## config.mk

```make
export PLATFORM = sky130hd
export DESIGN_NAME = fes_sequencer
export DESIGN_NICKNAME = d
export VERILOG_FILES = /design/src/rtl/fes_pkg.sv /design/src/rtl/fes_sweep_counter.sv /design/src/rtl/fes_ctrl.sv /design/src/rtl/fes_strobe_regs.sv /design/src/rtl/fes_sequencer.sv
export SDC_FILE = /design/constraint.sdc
export NUM_CORES = 1
export LEC_CHECK = 0
export ABC_CLOCK_PERIOD_IN_PS = 2700
export CORE_MARGIN = 2
export CORE_UTILIZATION = 35
export DETAILED_ROUTE_END_ITERATION = 8
export MAX_ROUTING_LAYER = met4
export PLACE_DENSITY = 0.69
export SYNTH_ARGS = -nofsm -noshare
export SYNTH_HDL_FRONTEND = slang
export SYNTH_SLANG_ARGS = --single-unit
```

## constraint.sdc

```tcl
create_clock -name clk -period 2.7 [get_ports clk]
set_input_delay 0.27 -clock clk [delete_from_list [all_inputs] [get_ports clk]]
set_output_delay 0.27 -clock clk [all_outputs]
set_load 0.01 [all_outputs]
```

## src/rtl/fes_pkg.sv

```systemverilog
package fes_pkg;
  typedef enum logic [2:0] {
    ST_IDLE  = 3'd0,
    ST_ERASE = 3'd1,
    ST_WAIT  = 3'd2,
    ST_WRITE = 3'd3,
    ST_PLAY  = 3'd4
  } fes_state_e;

  typedef struct packed {
    logic erase;
    logic en;
    logic wr_sel;
    logic adc_load;
    logic adc_bus;
  } fes_strobe_t;

  function automatic fes_strobe_t fes_decode(input fes_state_e st);
    fes_strobe_t s;
    s.erase    = (st == ST_ERASE);
    s.en       = (st == ST_WRITE) || (st == ST_PLAY);
    s.wr_sel   = (st == ST_WRITE);
    s.adc_load = (st == ST_WRITE);
    s.adc_bus  = (st == ST_WRITE);
    return s;
  endfunction
endpackage

```

## src/rtl/fes_sweep_counter.sv

```systemverilog
module fes_sweep_counter #(
  parameter int ADDR_W = 12
) (
  input  logic              clk,
  input  logic              rst,
  input  logic              advance,
  output logic [ADDR_W-1:0] addr,
  output logic              wrap
);
  localparam int CNT_W = ADDR_W + 1;

  logic [CNT_W-1:0] cnt_q;
  logic [CNT_W-1:0] sum;

  // the sweep ends once the wide counter reaches the array depth
  assign sum  = cnt_q + CNT_W'(1);
  assign wrap = sum[ADDR_W];
  assign addr = cnt_q[ADDR_W-1:0];

  always_ff @(posedge clk) begin
    if (rst || !advance) cnt_q <= '0;
    else if (wrap)       cnt_q <= '0;
    else                 cnt_q <= sum;
  end
endmodule

```

## src/rtl/fes_ctrl.sv

```systemverilog
module fes_ctrl
  import fes_pkg::*;
(
  input  logic       clk,
  input  logic       rst,
  input  logic       rec_req,
  input  logic       play_req,
  input  logic       busy,
  input  logic       wrap,
  output fes_state_e st_q,
  output fes_state_e st_next,
  output logic       advance
);
  always_comb begin
    st_next = st_q;
    unique case (st_q)
      ST_IDLE: begin
        if (rec_req)       st_next = ST_ERASE;
        else if (play_req) st_next = ST_PLAY;
      end
      ST_ERASE: st_next = ST_WAIT;
      ST_WAIT:  if (!busy) st_next = ST_WRITE;
      ST_WRITE, ST_PLAY: if (wrap) st_next = ST_IDLE;
      default:  st_next = ST_IDLE;
    endcase
  end

  assign advance = (st_q == ST_WRITE) || (st_q == ST_PLAY);

  always_ff @(posedge clk) begin
    if (rst) st_q <= ST_IDLE;
    else     st_q <= st_next;
  end
endmodule

```

## src/rtl/fes_strobe_regs.sv

```systemverilog
module fes_strobe_regs
  import fes_pkg::*;
(
  input  logic       clk,
  input  logic       rst,
  input  fes_state_e st_q,
  input  fes_state_e st_next,
  output logic       erase,
  output logic       en,
  output logic       wr_sel,
  output logic       adc_load,
  output logic       adc_bus,
  output logic       dac_load
);
  fes_strobe_t nxt, q;

  assign nxt = fes_decode(st_next);

  always_ff @(posedge clk) begin
    if (rst) begin
      q        <= '0;
      dac_load <= 1'b0;
    end else begin
      q        <= nxt;
      dac_load <= (st_q == ST_PLAY);
    end
  end

  assign erase    = q.erase;
  assign en       = q.en;
  assign wr_sel   = q.wr_sel;
  assign adc_load = q.adc_load;
  assign adc_bus  = q.adc_bus;
endmodule

```

## src/rtl/fes_sequencer.sv

```systemverilog
module fes_sequencer
  import fes_pkg::*;
#(
  parameter int ADDR_W = 12
) (
  input  logic              clk,
  input  logic              rst,
  input  logic              rec_req,
  input  logic              play_req,
  input  logic              flash_busy,
  output logic [ADDR_W-1:0] flash_addr,
  output logic              flash_wr_sel,
  output logic              flash_en,
  output logic              flash_erase,
  output logic              adc_load,
  output logic              adc_bus_en,
  output logic              dac_load
);
  fes_state_e st_q, st_next;
  logic       advance, wrap;

  fes_ctrl ctrl_i (
    .clk(clk), .rst(rst), .rec_req(rec_req), .play_req(play_req),
    .busy(flash_busy), .wrap(wrap), .st_q(st_q), .st_next(st_next),
    .advance(advance)
  );

  fes_sweep_counter #(.ADDR_W(ADDR_W)) cnt_i (
    .clk(clk), .rst(rst), .advance(advance), .addr(flash_addr), .wrap(wrap)
  );

  fes_strobe_regs strb_i (
    .clk(clk), .rst(rst), .st_q(st_q), .st_next(st_next),
    .erase(flash_erase), .en(flash_en), .wr_sel(flash_wr_sel),
    .adc_load(adc_load), .adc_bus(adc_bus_en), .dac_load(dac_load)
  );
endmodule

```

==> results.yml, run 1 <==
route:
  vias_per_cell: 4.79
  dr.pass1.iters: 4
  wl_per_cell_um: 11.0
  wl_mm: 1.56
  drc: 0
  ant_nets: 0
  via_count: 676
  drt_iter0_drc: 14
logic_synthesis:
  ys_ff_latch: 19
  synth_most_common_cell: "dfxtp_1"
  synth_nets: 96
  synthTopCellsByArea: "dfxtp_1, xnor2_1, nor2_2"
  syn_area_per_cell_um2: 9.52
  synth_edf_count: 0
  synthArstFlopShare_pct: 0
  syn_inst: 90
  yosys_warnings: 0
  synth_common_cells: "dfxtp_1, nor2_1, nor2_2, xnor2_1, inv_1"
  ys_seq_area_share_pct: 44.4
  synth_ff_type: "dfxtp_1"
  synth_top_area_share_pct: 44.4
  yosys.cell_types.count: 28
  synth_area_leader_cell: "dfxtp_1"
  syn-cell-area_um2: 857
outcome:
  run_status: "finished, final reports clean"
floorplanning:
  boundaryPins: 23
  die_area_um2: 2860
  start_util_pct: 38.0
  die_h_um: 53.5
  row_count: 17
  die_w_um: 53.5
  core-area_um2: 2250
worst_setup_path:
  crit_type: "reg -> out"
  path_buf_inv: 1
  worst-path-max-fanout: 6
  end_kind: "output port"
  cp_num_cells: 1
  r2r_cells: 5
  cp_cell_sequence: "clkdlybuf4s50_1"
  reg2reg_slack_ns: 1.06
  arrival_ns: 1.37
  startpoint_type: "flop"
  required_ns: 2.43
  cpLargestDelayFamily: "buffers and inverters"
  crit_slowest_cell: "clkdlybuf4s50_1"
  crit_path_max_incr_delay_ns: 0.60
grt:
  grt_max_degree: 13
  grt_first_pass_wirelength_mm: 2.66
  top_usage_layer: "met2"
  grt_usage_pct: 13.1
  overflow: 0
  grtUsageMet3_pct: 3.39
  use_met1_pct: 15.6
  antenna_found_initial: 0
  grt_pass1_vias: 627
  grtUsageMet2_pct: 21.0
sta:
  max_freq_ghz: 0.608
  finalHoldViolations: 0
  finClkSkew_ns: 0.00572
  setup_viol: 0
  finalCriticalPeriod_ns: 1.64
  tns_ns: 0
  timing.final.max_slew_violations: 0
  worst_slack_ns: 1.06
  relSlewSlack_pct: 79.0
  worstMarginPinSlew_ns: 0.314
  rsz0062_at_grt: "no"
  period_share_pct: 60.9
cts:
  clock_path_buffers: 2
  cts_resized: 0
  cts_tree: "yes"
  postCtsSetupRepairBufs: 0
  clkTransAtPathRegs_ns: 0.10
  cts_sinks: 19
  postCtsHoldBufs: 0
  clock_latency_ns: 0.29
  numCtsBuffers: 3
  cts_root_buf: "clkbuf_4"
  htree_levels: 1
pwr:
  seqPwrFrac_pct: 60.2
  combinationalPowerShare_pct: 12.3
  intPower_uw: 382
  pwr-share-clk_pct: 27.5
  p_total_uw: 500
  p_leak_uw: 0.000359
  p_switching_uw: 118
  ir_worst_vdd_mv: 0.294
  p_per_area_nw_per_um2: 449
  swShare_pct: 23.5
hold_path:
  hp-class: "reg -> reg"
  min_path_cells: 1
placed_design:
  hpwlAfterDp_mm: 1.18
  gp_congestion: 0.721
  dpl_worst_slack_ns: 1.08
  dp.cells: 137
  io_buffer_count: 22
layout:
  instances_no_fill: 141
  num_antenna_cells: 0
  drive_gt1_share_pct: 18.6
  nets: 120
  area_growth_pct: 29.8
run:
  maxCapViolations: 0
## cell type report
class,count,area [µm²]
clock buffers,4,26.3
repair buffers,22,220
multi-input cells,63,432
well taps,28,35.0
flip-flops and latches,19,380
inverters,5,18.8
fillers,242,1140
## state kept, by name, summed over array words and instances (netlist names)
name             count
cnt_i.cnt_q         12
ctrl_i.st_q          3
strb_i.adc_load      1
strb_i.dac_load      1
strb_i.en            1
strb_i.erase         1
## logic make-up (layout without fill, tap and decap cells)
group / count (synthesis) / in the layout / synth area share, %
adder cells (fa/ha/maj): 1 / 1 / 1.46
XOR/XNOR: 10 / 10 / 10.2
flip-flops: 19 / 19 / 44.4
buffers and inverters: 8 / 31 / 5.26
AO/OA/AOI/OAI: 7 / 7 / 6.13
AND/OR/NAND/NOR: 45 / 45 / 32.6
## layer usage
layer,vias to the layer above,wire length (µm)
li1,343,-
met3,2,72
met5,-,0
met1,313,765
met4,0,8
met2,18,711
## cell usage in the layout, fill, tap and decap left out, drive strengths merged, types with 2 or more instances in the layout
cell and count:
nand2 4, nor2 23, clkbuf 4, inv 5, nor4 2, nand3 5
dfxtp 19, nand4 3, nor3 3, a211o 2, xnor2 9, clkdlybuf4s50 22
nor2b 3
## worst register-to-register path: cells and delay by family (launching register included)
family                     cells  cell delay [ns]
DFF                            1             0.44
adders and majority gates      1             0.28
AOI/OAI and AO/OA              1             0.33
and+or+nand+nor                3             0.48
## path summary, 6_finish.rpt
check,start,endpoint
worst min-delay path,cnt_i.cnt_q[0],cnt_i.cnt_q[0]
worst min register to register,cnt_i.cnt_q[0],cnt_i.cnt_q[0]
worst max-delay path,cnt_i.cnt_q[2],flash_addr[2]
worst max register to register,cnt_i.cnt_q[0],cnt_i.cnt_q[6]
## power by group through the flow
stage / Sequential (µW) / Clock (µW) / Combinational (µW)
finish: 301 / 137 / 61.4
global route: 303 / 157 / 68.6
CTS: 301 / 146 / 62.0
detailed placement: 308 / 0 / 61.6
global placement: 307 / 0 / 61.4
floorplan: 310 / 0 / 34.2
## stage by stage
step | instance area [µm²] | util (%) | hold WS, ns
after floorplan | 857 | - | 0.342
after global placement | 1090 | 48.2 | 0.475
after detailed placement | 1090 | 48.2 | 0.485
after CTS | 1110 | 49.3 | 0.513
after global routing | 1110 | 49.3 | 0.545
final | 1110 | 49.3 | 0.510
Note: power is estimated with default switching activity, not from simulation.
==> run 2: changes to the inputs <==
--- a/config.mk
+++ b/config.mk
@@ -5,12 +5,12 @@
 export SDC_FILE = /design/constraint.sdc
 export NUM_CORES = 1
 export LEC_CHECK = 0
-export ABC_CLOCK_PERIOD_IN_PS = 2700
+export ABC_CLOCK_PERIOD_IN_PS = 1400
 export CORE_MARGIN = 2
 export CORE_UTILIZATION = 35
 export DETAILED_ROUTE_END_ITERATION = 8
 export MAX_ROUTING_LAYER = met4
-export PLACE_DENSITY = 0.69
+export PLACE_DENSITY = 0.71
 export SYNTH_ARGS = -nofsm -noshare
 export SYNTH_HDL_FRONTEND = slang
 export SYNTH_SLANG_ARGS = --single-unit
==> constraint.sdc (replaced) <==
create_clock -name clk -period 1.4 [get_ports clk]
set_input_delay 0.14 -clock clk [delete_from_list [all_inputs] [get_ports clk]]
set_output_delay 0.14 -clock clk [all_outputs]
set_load 0.01 [all_outputs]
==> run 2 against run 1 <==
- clock power is 100% higher
- flip-flop and latch count stayed put
- clock skew is 0.0054 ns higher
- critical path type is now reg -> reg
==> results.yml, run 2 (synthesis gave the netlist of run 1 again) <==
sta:
  period_share_pct: 99.7
  finalHoldViolations: 0
  worstMarginPinSlew_ns: 0.265
  finalCriticalPeriod_ns: 1.40
  rsz0062_at_grt: "yes"
  relSlewSlack_pct: 82.2
  hold_ws_ns: 0.529
  setup_viol: 0
  finClkSkew_ns: 0.0111
  timing.final.max_slew_violations: 0
  max_freq_ghz: 0.717
cts:
  clock_latency_ns: 0.30
  postCtsHoldBufs: 0
  numCtsBuffers: 3
  postCtsSetupRepairBufs: 0
  clock_path_buffers: 2
  clkTransAtPathRegs_ns: 0.11
  cts_root_buf: "clkbuf_4"
  cts_tree: "yes"
  htree_levels: 1
  cts_sinks: 19
grt:
  grt_max_degree: 13
  grt_first_pass_wirelength_mm: 3.04
  grt_usage_pct: 14.8
  grt_pass1_vias: 732
  overflow: 0
  antenna_found_initial: 0
floorplanning:
  die_w_um: 53.5
  core-area_um2: 2250
  start_util_pct: 38.0
  row_count: 17
  die_h_um: 53.5
  boundaryPins: 23
  die_area_um2: 2860
layout:
  nets: 131
  drive_gt1_share_pct: 34.7
  reg_top3: "cnt_i.cnt_q x12, ctrl_i.st_q x3"
  largest_reg_flops: 12
  layout_commonest_cell: "nor2_1"
  largest_register: "cnt_i.cnt_q"
  final_cell_mix: "nor2_1, nor2_2, clkdlybuf4s50_1"
  area_growth_pct: 44.8
  final_core_util_pct: 55.0
  num_antenna_cells: 0
pwr:
  combinationalPowerShare_pct: 13.5
  ir_worst_vdd_mv: 0.667
  p_switching_uw: 253
  swShare_pct: 25.5
  p_per_area_nw_per_um2: 800
  p_leak_uw: 0.000531
  intPower_uw: 740
  pwr-share-clk_pct: 28.1
  seqPwrFrac_pct: 58.4
hold_path:
  hp-class: "reg -> reg"
worst_setup_path:
  worst-path-max-fanout: 4
  arrival_ns: 1.59
  startpoint_type: "flop"
  required_ns: 1.60
  crit_type: "reg -> reg"
  end_kind: "flop"
placed_design:
  gp_congestion: 0.766
  io_buffer_count: 22
  hpwlAfterDp_mm: 1.29
route:
  ant_nets: 0
  via_count: 742
  wl_mm: 1.81
  drt_iter0_drc: 9
  dr.pass1.iters: 4
  wl_per_cell_um: 11.9
  vias_per_cell: 4.88
  drc: 0
run:
  maxCapViolations: 0
outcome:
  run_status: "finished, final reports clean"
-- run 2: cell types whose count changed in the layout (fill, tap and decap cells not counted), sizes merged --
cell	delta
a211o	+1
clkbuf	-1
dlygate4sd2	+8
clkdlybuf4s50	-11
dlymetal6s2s	+3
clkinv	+1
buf	+10
-- run 2: cell type report --
type	instances	area, µm²
Multi-Input combinational cell	64	475
Clock buffer	3	22.5
Clock inverter	1	5.00
Fill cell	223	1010
Inverter	5	18.8
Tap cell	28	35.0
Timing Repair Buffer	32	293
Sequential cell	19	392
-- run 2: worst paths after layout --
check	startpoint	to	slack (ns)	cells after the start
hold reg to reg	cnt_i.cnt_q[11]	cnt_i.cnt_q[11]	0.53	2
setup / recovery	cnt_i.cnt_q[0]	cnt_i.cnt_q[10]	0.005	6
hold / removal	cnt_i.cnt_q[11]	cnt_i.cnt_q[11]	0.53	2
setup reg to reg	cnt_i.cnt_q[0]	cnt_i.cnt_q[10]	0.005	6
-- run 2: critical path, cell delays in order (launching register included) --
cell and delay [ns]:
dfxtp_2 0.37, ha_4 0.16, nand4_4 0.14, buf_4 0.16, nor3_1 0.25, xnor2_1 0.18, nor2_2 0.04
-- run 2: timing repair --
action,in CTS,in global routing
pin swaps,0,3
endpoints found under the hold margin,0,0
endpoints found under the setup margin,23,17
gates cloned,0,1
gates resized for setup,15,6
-- run 2: metrics by stage --
stage / setup WS, ns / area, µm² / setup TNS, ns / instances / power, µW
floorplan: 0.0428 / 872 / 0 / 90 / 665
global placement: 0.0510 / 1180 / 0 / 147 / 717
detailed placement: -0.0222 / 1180 / -0.0623 / 147 / 721
CTS: 0.00764 / 1210 / 0 / 151 / 1000
global route: -0.0665 / 1240 / -0.0748 / 152 / 1050
finish: 0.00481 / 1240 / 0 / 152 / 993
-- run 2: layer usage --
layer / track usage (%) / vias to the layer above / routed length (µm)
met2: 26.3 / 22 / 922
met1: 15.9 / 353 / 790
met5: - / - / 0
met4: 1.28 / 0 / 0
met3: 5.93 / 0 / 96
li1: - / 367 / -
-- run 2: power by group through the flow --
stage | Sequential [µW] | Clock, µW | Combinational, µW
6_report | 580 | 279 | 134
5_1_grt | 583 | 317 | 147
4_1_cts | 580 | 290 | 129
3_5_place_dp | 593 | 0 | 127
3_3_place_gp | 592 | 0 | 125
2_1_floorplan | 598 | 0 | 66.4
